File: src/rtl/fpbr_pkg.sv
package fpbr_pkg;

  typedef enum logic [1:0] {
    FCC_EQ = 2'd0,
    FCC_LT = 2'd1,
    FCC_GT = 2'd2,
    FCC_UN = 2'd3
  } fcc_e;

  typedef enum logic [1:0] {
    NXT_SEQ     = 2'd0,
    NXT_DELAYED = 2'd1,
    NXT_DIRECT  = 2'd2
  } nxt_sel_e;

  localparam int unsigned NUM_OUTCOMES = 4;
  localparam logic [3:0]  SEL_ALWAYS   = 4'd8;
  localparam logic [3:0]  SEL_NEVER    = 4'd0;

  // Outcome set per selector, bit k set when outcome code k takes the branch.
  // Bit order {UN, GT, LT, EQ}.
  function automatic logic [NUM_OUTCOMES-1:0] outcome_mask(input logic [3:0] sel);
    logic [NUM_OUTCOMES-1:0] m;
    case (sel)
      4'd0:    m = 4'b0000;
      4'd1:    m = 4'b1110;
      4'd2:    m = 4'b0110;
      4'd3:    m = 4'b1010;
      4'd4:    m = 4'b0010;
      4'd5:    m = 4'b1100;
      4'd6:    m = 4'b0100;
      4'd7:    m = 4'b1000;
      4'd8:    m = 4'b1111;
      4'd9:    m = 4'b0001;
      4'd10:   m = 4'b1001;
      4'd11:   m = 4'b0101;
      4'd12:   m = 4'b1101;
      4'd13:   m = 4'b0011;
      4'd14:   m = 4'b1011;
      default: m = 4'b0111;
    endcase
    return m;
  endfunction

endpackage

File: src/rtl/fpbr_cond_eval.sv
module fpbr_cond_eval
  import fpbr_pkg::*;
(
  input  logic [3:0] sel,
  input  logic [1:0] fcc,
  output logic       hit,
  output logic       is_always
);

  logic [NUM_OUTCOMES-1:0] fcc_onehot;
  logic [NUM_OUTCOMES-1:0] sel_mask;

  genvar k;
  generate
    for (k = 0; k < NUM_OUTCOMES; k++) begin : g_onehot
      assign fcc_onehot[k] = (fcc == k[1:0]);
    end
  endgenerate

  assign sel_mask  = outcome_mask(sel);
  assign hit       = |(fcc_onehot & sel_mask);
  assign is_always = (sel == SEL_ALWAYS);

  always_comb begin
    AST_ONEHOT_FCC: assert ($onehot0(fcc_onehot) && (fcc_onehot != '0));
    if (sel == SEL_NEVER)
      AST_NEVER_MISSES: assert (!hit);
    if (is_always)
      AST_ALWAYS_HITS: assert (hit);
  end

endmodule

File: src/rtl/fpbr_target_calc.sv
module fpbr_target_calc #(
  parameter int unsigned ADDR_W = 32,
  parameter int unsigned DISP_W = 22
) (
  input  logic [ADDR_W-1:0] pc,
  input  logic [DISP_W-1:0] disp,
  output logic [ADDR_W-1:0] target
);

  localparam int unsigned EXT_W = ADDR_W - DISP_W - 2;

  logic [ADDR_W-1:0] byte_offset;

  assign byte_offset = {{EXT_W{disp[DISP_W-1]}}, disp, 2'b00};
  assign target      = pc + byte_offset;

  always_comb begin
    AST_WORD_ALIGNED_STEP: assert (target[1:0] == pc[1:0]);
  end

endmodule

File: src/rtl/fpbr_slot_ctl.sv
module fpbr_slot_ctl
  import fpbr_pkg::*;
(
  input  logic     hit,
  input  logic     is_always,
  input  logic     annul_bit,
  output logic     annul,
  output nxt_sel_e next_sel
);

  always_comb begin
    if (!hit) begin
      annul    = annul_bit;
      next_sel = NXT_SEQ;
    end else if (is_always && annul_bit) begin
      annul    = 1'b1;
      next_sel = NXT_DIRECT;
    end else begin
      annul    = 1'b0;
      next_sel = NXT_DELAYED;
    end
  end

endmodule

File: src/rtl/fpbr_resolver.sv
module fpbr_resolver
  import fpbr_pkg::*;
#(
  parameter int unsigned ADDR_W    = 32,
  parameter int unsigned INSN_W    = 32,
  parameter int unsigned DISP_W    = 22,
  parameter int unsigned SEL_LSB   = 25,
  parameter int unsigned ANNUL_POS = 29
) (
  input  logic              clk,
  input  logic              rst,
  input  logic              in_valid,
  input  logic [INSN_W-1:0] in_insn,
  input  logic [ADDR_W-1:0] in_pc,
  input  logic [1:0]        in_fcc,
  output logic              out_valid,
  output logic              out_taken,
  output logic [ADDR_W-1:0] out_target,
  output logic [1:0]        out_next_sel,
  output logic              out_annul
);

  localparam int unsigned SEL_MSB = SEL_LSB + 3;

  logic [3:0]        sel;
  logic              hit;
  logic              is_always;
  logic              annul_c;
  nxt_sel_e          next_c;
  logic [ADDR_W-1:0] target_c;
  logic              unused_insn_bits;

  assign sel              = in_insn[SEL_MSB:SEL_LSB];
  assign unused_insn_bits = ^{in_insn[INSN_W-1:ANNUL_POS+1], in_insn[SEL_LSB-1:DISP_W]};

  fpbr_cond_eval u_cond (
    .sel       (sel),
    .fcc       (in_fcc),
    .hit       (hit),
    .is_always (is_always)
  );

  fpbr_target_calc #(
    .ADDR_W (ADDR_W),
    .DISP_W (DISP_W)
  ) u_target (
    .pc     (in_pc),
    .disp   (in_insn[DISP_W-1:0]),
    .target (target_c)
  );

  fpbr_slot_ctl u_slot (
    .hit       (hit),
    .is_always (is_always),
    .annul_bit (in_insn[ANNUL_POS]),
    .annul     (annul_c),
    .next_sel  (next_c)
  );

  always_ff @(posedge clk) begin
    if (rst) begin
      out_valid    <= 1'b0;
      out_taken    <= 1'b0;
      out_target   <= '0;
      out_next_sel <= NXT_SEQ;
      out_annul    <= 1'b0;
    end else begin
      out_valid <= in_valid;
      if (in_valid) begin
        out_taken    <= hit;
        out_target   <= target_c;
        out_next_sel <= next_c;
        out_annul    <= annul_c;
      end
    end
  end

  AST_ONE_CYCLE_LATENCY: assert property (@(posedge clk) disable iff (rst)
    in_valid |=> out_valid);
  AST_NO_SPURIOUS_VALID: assert property (@(posedge clk) disable iff (rst)
    !in_valid |=> !out_valid);
  AST_IDLE_HOLDS: assert property (@(posedge clk) disable iff (rst)
    !in_valid |=> ($stable(out_target) && $stable(out_taken) && $stable(out_annul)));
  AST_UNTAKEN_SEQUENTIAL: assert property (@(posedge clk) disable iff (rst)
    (out_valid && !out_taken) |-> (out_next_sel == NXT_SEQ));
  AST_DIRECT_SQUASHES: assert property (@(posedge clk) disable iff (rst)
    (out_valid && out_next_sel == NXT_DIRECT) |-> (out_annul && out_taken));
  AST_DELAYED_KEEPS_SLOT: assert property (@(posedge clk) disable iff (rst)
    (out_valid && out_next_sel == NXT_DELAYED) |-> (!out_annul && out_taken));

endmodule

File: config.mk
export PLATFORM = sky130hd
export DESIGN_NAME = fpbr_resolver
export DESIGN_NICKNAME = d
export VERILOG_FILES = /design/src/rtl/fpbr_pkg.sv /design/src/rtl/fpbr_cond_eval.sv /design/src/rtl/fpbr_target_calc.sv /design/src/rtl/fpbr_slot_ctl.sv /design/src/rtl/fpbr_resolver.sv
export SDC_FILE = /design/constraint.sdc
export NUM_CORES = 1
export LEC_CHECK = 0
export BUFFER_PORTS_ARGS = -buffer_cell sky130_fd_sc_hd__buf_2
export CAP_MARGIN = 20
export CORE_UTILIZATION = 45
export CTS_BUF_LIST = sky130_fd_sc_hd__clkbuf_4
export CTS_CLUSTER_SIZE = 30
export DETAILED_ROUTE_END_ITERATION = 6
export PLACE_DENSITY_LB_ADDON = 0.12
export SYNTH_ARGS = -nofsm -noshare
export SYNTH_HDL_FRONTEND = slang
export SYNTH_SLANG_ARGS = --single-unit
export TNS_END_PERCENT = 5
File: constraint.sdc
create_clock -name clk -period 6.1 [get_ports clk]
set_input_delay 0.61 -clock clk [delete_from_list [all_inputs] [get_ports clk]]
set_output_delay 0.61 -clock clk [all_outputs]
set_load 0.005 [all_outputs]
==> implementation parameters <==
Parameter                              Value

Status
  Result of the run    finished, final reports clean

Hold path
  Hold WC Path Type    reg2reg
  Cells on Worst Hold Path    2

STA
  Number of endpoints with negative hold slack in the final report    0
  WHS    0.469 ns
  Highest achievable clock rate    370 MHz
  Final critical-path required period    2.70 ns
  Setup ws final    3.40 ns
  Setup_tns    0 ns
  Setup violators final    0
  Crit share post-route    0.443
  Setup repair after global routing missed its margin    no
  Final number of max-transition violations    0
  Worst-case clock skew    0 ns
  Slew margin rel.    0.485
  Actual slew at the worst max-slew pin    0.773 ns

Global routing
  Pin count of the biggest net entering global routing    38
  Met2 track demand over resource    0.401
  Wire length of the first global-routing pass    13.4 mm
  Routing usage on met1    0.282
  Number of global-route vias before repair    2959
  Global Route met3 Usage    0.0318
  Busiest metal layer after global routing    met2
  Residual overflow from global routing    0
  Antenna violations before repair    0
  GR Util All Layers    0.223

Clock network
  Clk buf depth    2
  Count of cells resized by post-cts repair    0
  H-tree lvl count    2
  CTS tree    built
  Clock slew seen by the registers of the worst setup and hold paths    0.13 ns
  TritonCTS sink count    37
  Insertion delay of the later-clocked pin in the worst-skew pair    0.35 ns
  Hold Buf Count CTS    0
  Number of buffers added for setup after CTS    0
  Root cell of the clock tree    sky130_fd_sc_hd__clkbuf_4
  Cts bufs inserted    5

Synth
  Average cell area after synthesis    7.93 µm²
  Async set-or-reset flop fraction in the synthesized netlist    0
  Count of mapped cells out of synthesis    400
  Register area share after synthesis    0.234
  Number of synthesized flops with an enable pin    0
  Cell Area, Synth    3170 µm²
  Top post-synthesis cells by area    sky130_fd_sc_hd__dfxtp_1, sky130_fd_sc_hd__ha_1, sky130_fd_sc_hd__nand2_1, sky130_fd_sc_hd__nor2_1, sky130_fd_sc_hd__mux2i_1
  Net count of the mapped netlist    501
  Number of warnings reported in the yosys synthesis log    0
  Yosys top cell area share    0.234
  Post-synthesis register bit count    37
  Unique masters post-synth    64
  Yosys top cell by area    sky130_fd_sc_hd__dfxtp_1
  Post-synth top flop    sky130_fd_sc_hd__dfxtp_1

Critical path
  Worst R2R Path Depth    2
  Data required time at the worst endpoint    6.35 ns
  Worst reg-to-reg setup slack    5.31 ns
  Kind of capture point of the worst setup path    flip-flop
  Slowest Stage Delay on Critical Path    0.43 ns
  Crit path buf inv count    2
  Worst Path Arrival    2.95 ns
  Critical Path End    out_target[30]
  Kind of cell adding the most delay to the critical path    compound AO/OA/AOI/OAI gates
  CP startpoint kind    primary input
  Crit. Startpoint    in_insn[0]
  Crit. path cell count    11
  Worst reg2reg path endpoint    out_target[30]
  Slowest cell on crit path    sky130_fd_sc_hd__a2111oi_2
  Critical path fanouts, max    6
  Critical path, cell by cell    buf_2 > ha_1 > inv_1 > fa_1 > nor2b_1 > o2111ai_2 > a21oi_2 > nor3_4 > a2111oi_2 > nor3b_1 > a211o_1
  Type of the worst setup path    in2reg
  Critical R2R Launch    out_target[30]

Die
  Floorplan die area    7390 µm²
  Starting Density    0.467
  Core area    6790 µm²
  Row cnt    30
  Number of ports placed on the die boundary    106
  Die Wd    86.0 µm
  Die Span Y    86.0 µm

Finish
  Combined area of the multi-input logic cells    2300 µm²
  Layout overhead on the synthesized area    19.2%
  Layout cells sized above 1    0.255
  FF/Latch Area    741 µm²
  Final design instance area without fill    3780 µm²
  Layout fillers    668
  Number of diodes    0
  Net count of the finished layout    591

Route
  Wirelength, routed    8.13 mm
  Drt wl/cell    13.9 µm
  Number of search-and-repair iterations in the first detailed-routing pass    4
  Number of vias per cell after detailed routing    5.48
  Number of antenna-violating nets in the routed design    0
  Violation count after the first detailed-route iteration    123
  Vias    3219
  Post-detailed-route DRC marker count    0

Place
  Weighted congestion at the end of routability-driven global placement    0.858
  Post-detail-place hpwl    6.29 mm
  Worst slack, placed    3.05 ns
  Count of input and output buffers    100
  Standard cell area after detailed placement    3730 µm²

Power
  P per Cell Area    186 nW/µm²
  Max rail drop VDD    0.0900 mV
  Leakage power    1.82 nW

Run
  Number of maximum-capacitance constraint violations    0
-- area by class of cell --
| class | instances | area share |
|---|---|---|
| inverter | 17 | 0.0169 |
| clock buffer | 5 | 0.00993 |
| clock inverter | 3 | 0.00463 |
| tap | 96 | 0.0318 |
| timing repair buffer | 100 | 0.132 |
| multi-input combinational | 329 | 0.609 |
| sequential | 37 | 0.196 |
-- power by group --
group / switching [W] / total [W] / leakage [nW] / internal (W)
clock: 0.0000920 / 0.000136 / 0.0326 / 0.0000438
sequential: 0.0000118 / 0.000278 / 0.306 / 0.000266
combinational: 0.000161 / 0.000290 / 1.48 / 0.000129
total: 0.000264 / 0.000703 / 1.82 / 0.000439
-- cell usage after synthesis (7+ instances only) --
| cell type | n |
|---|---|
| sky130_fd_sc_hd__dfxtp_1 | 37 |
| sky130_fd_sc_hd__nand2_1 | 46 |
| sky130_fd_sc_hd__a21o_1 | 13 |
| sky130_fd_sc_hd__o21ai_0 | 21 |
| sky130_fd_sc_hd__a21oi_1 | 29 |
| sky130_fd_sc_hd__xor2_1 | 7 |
| sky130_fd_sc_hd__nor2_1 | 43 |
| sky130_fd_sc_hd__a211oi_1 | 10 |
| sky130_fd_sc_hd__clkbuf_1 | 12 |
| sky130_fd_sc_hd__nand3_1 | 11 |
| sky130_fd_sc_hd__ha_1 | 31 |
| sky130_fd_sc_hd__inv_1 | 17 |
| sky130_fd_sc_hd__xnor2_1 | 14 |
| sky130_fd_sc_hd__mux2i_1 | 15 |
-- registers in the layout (all words and copies together) (netlist names) --
signal,cells
out_annul,1
out_taken,1
out_next_sel,2
out_target,32
out_valid,1
-- cells in the final DEF, fill, tap and decap left out, drive strengths merged, types with 2 or more instances in the layout --
cell type and n:
dfxtp 37, xor2 7, nand2 46, clkbuf 5, a2111oi 2, o221ai 2, nand3 12, o21a 4
o22ai 2, nor4 2, o21bai 5, a31oi 7, nor2 43, buf 100, xnor2 14, o31ai 2
o21ai 26, nand3b 3, and2 2, o311ai 3, a211oi 11, nor2b 4, a21o 13, mux2i 15
o211ai 2, and3 5, inv 17, nor3 5, a221o 2, nand4 3, clkinv 3, ha 31
a21oi 32, nand2b 4
-- metrics by stage --
step	utilization	cells	total power [W]
global route	0.557	587	0.000756
floorplan	-	400	0.000483
detailed placement	0.548	579	0.000572
finish	0.557	587	0.000703
global placement	0.548	579	0.000568
CTS	0.557	587	0.000714
-- worst min-delay path: stages, from the launching register on --
cell and delay (ns):
sky130_fd_sc_hd__dfxtp_1 0.34, sky130_fd_sc_hd__nand2_1 0.04, sky130_fd_sc_hd__o21ai_0 0.06
-- how the worst min path moves through the flow --
stage                         from              to  slack, ns
floorplan           out_target[16]  out_target[16]       0.45
global placement    out_target[19]  out_target[19]       0.44
detailed placement  out_target[19]  out_target[19]       0.45
CTS                       in_pc[1]   out_target[1]       0.47
global route        out_target[28]  out_target[28]       0.50
finish              out_target[19]  out_target[19]       0.47
-- cell families (layout without fill, tap and decap cells) --
| group | after synthesis | after routing | share of synthesized area |
|---|---|---|---|
| simple gates | 134 | 134 | 0.200 |
| xor+xnor | 21 | 21 | 0.0580 |
| mux | 16 | 16 | 0.0544 |
| flops | 37 | 37 | 0.234 |
| fa+ha+maj | 32 | 32 | 0.129 |
| buf+inv | 34 | 125 | 0.0410 |
| compound gates | 126 | 126 | 0.284 |
-- routing by layer --
layer,part of all wire,up-vias,wire length [µm]
met3,0.041,2,333
met2,0.49,85,3970
met5,0,-,0
li1,-,1637,-
met4,0.0046,0,37
met1,0.47,1495,3790
(Power assumes the default switching activity.)
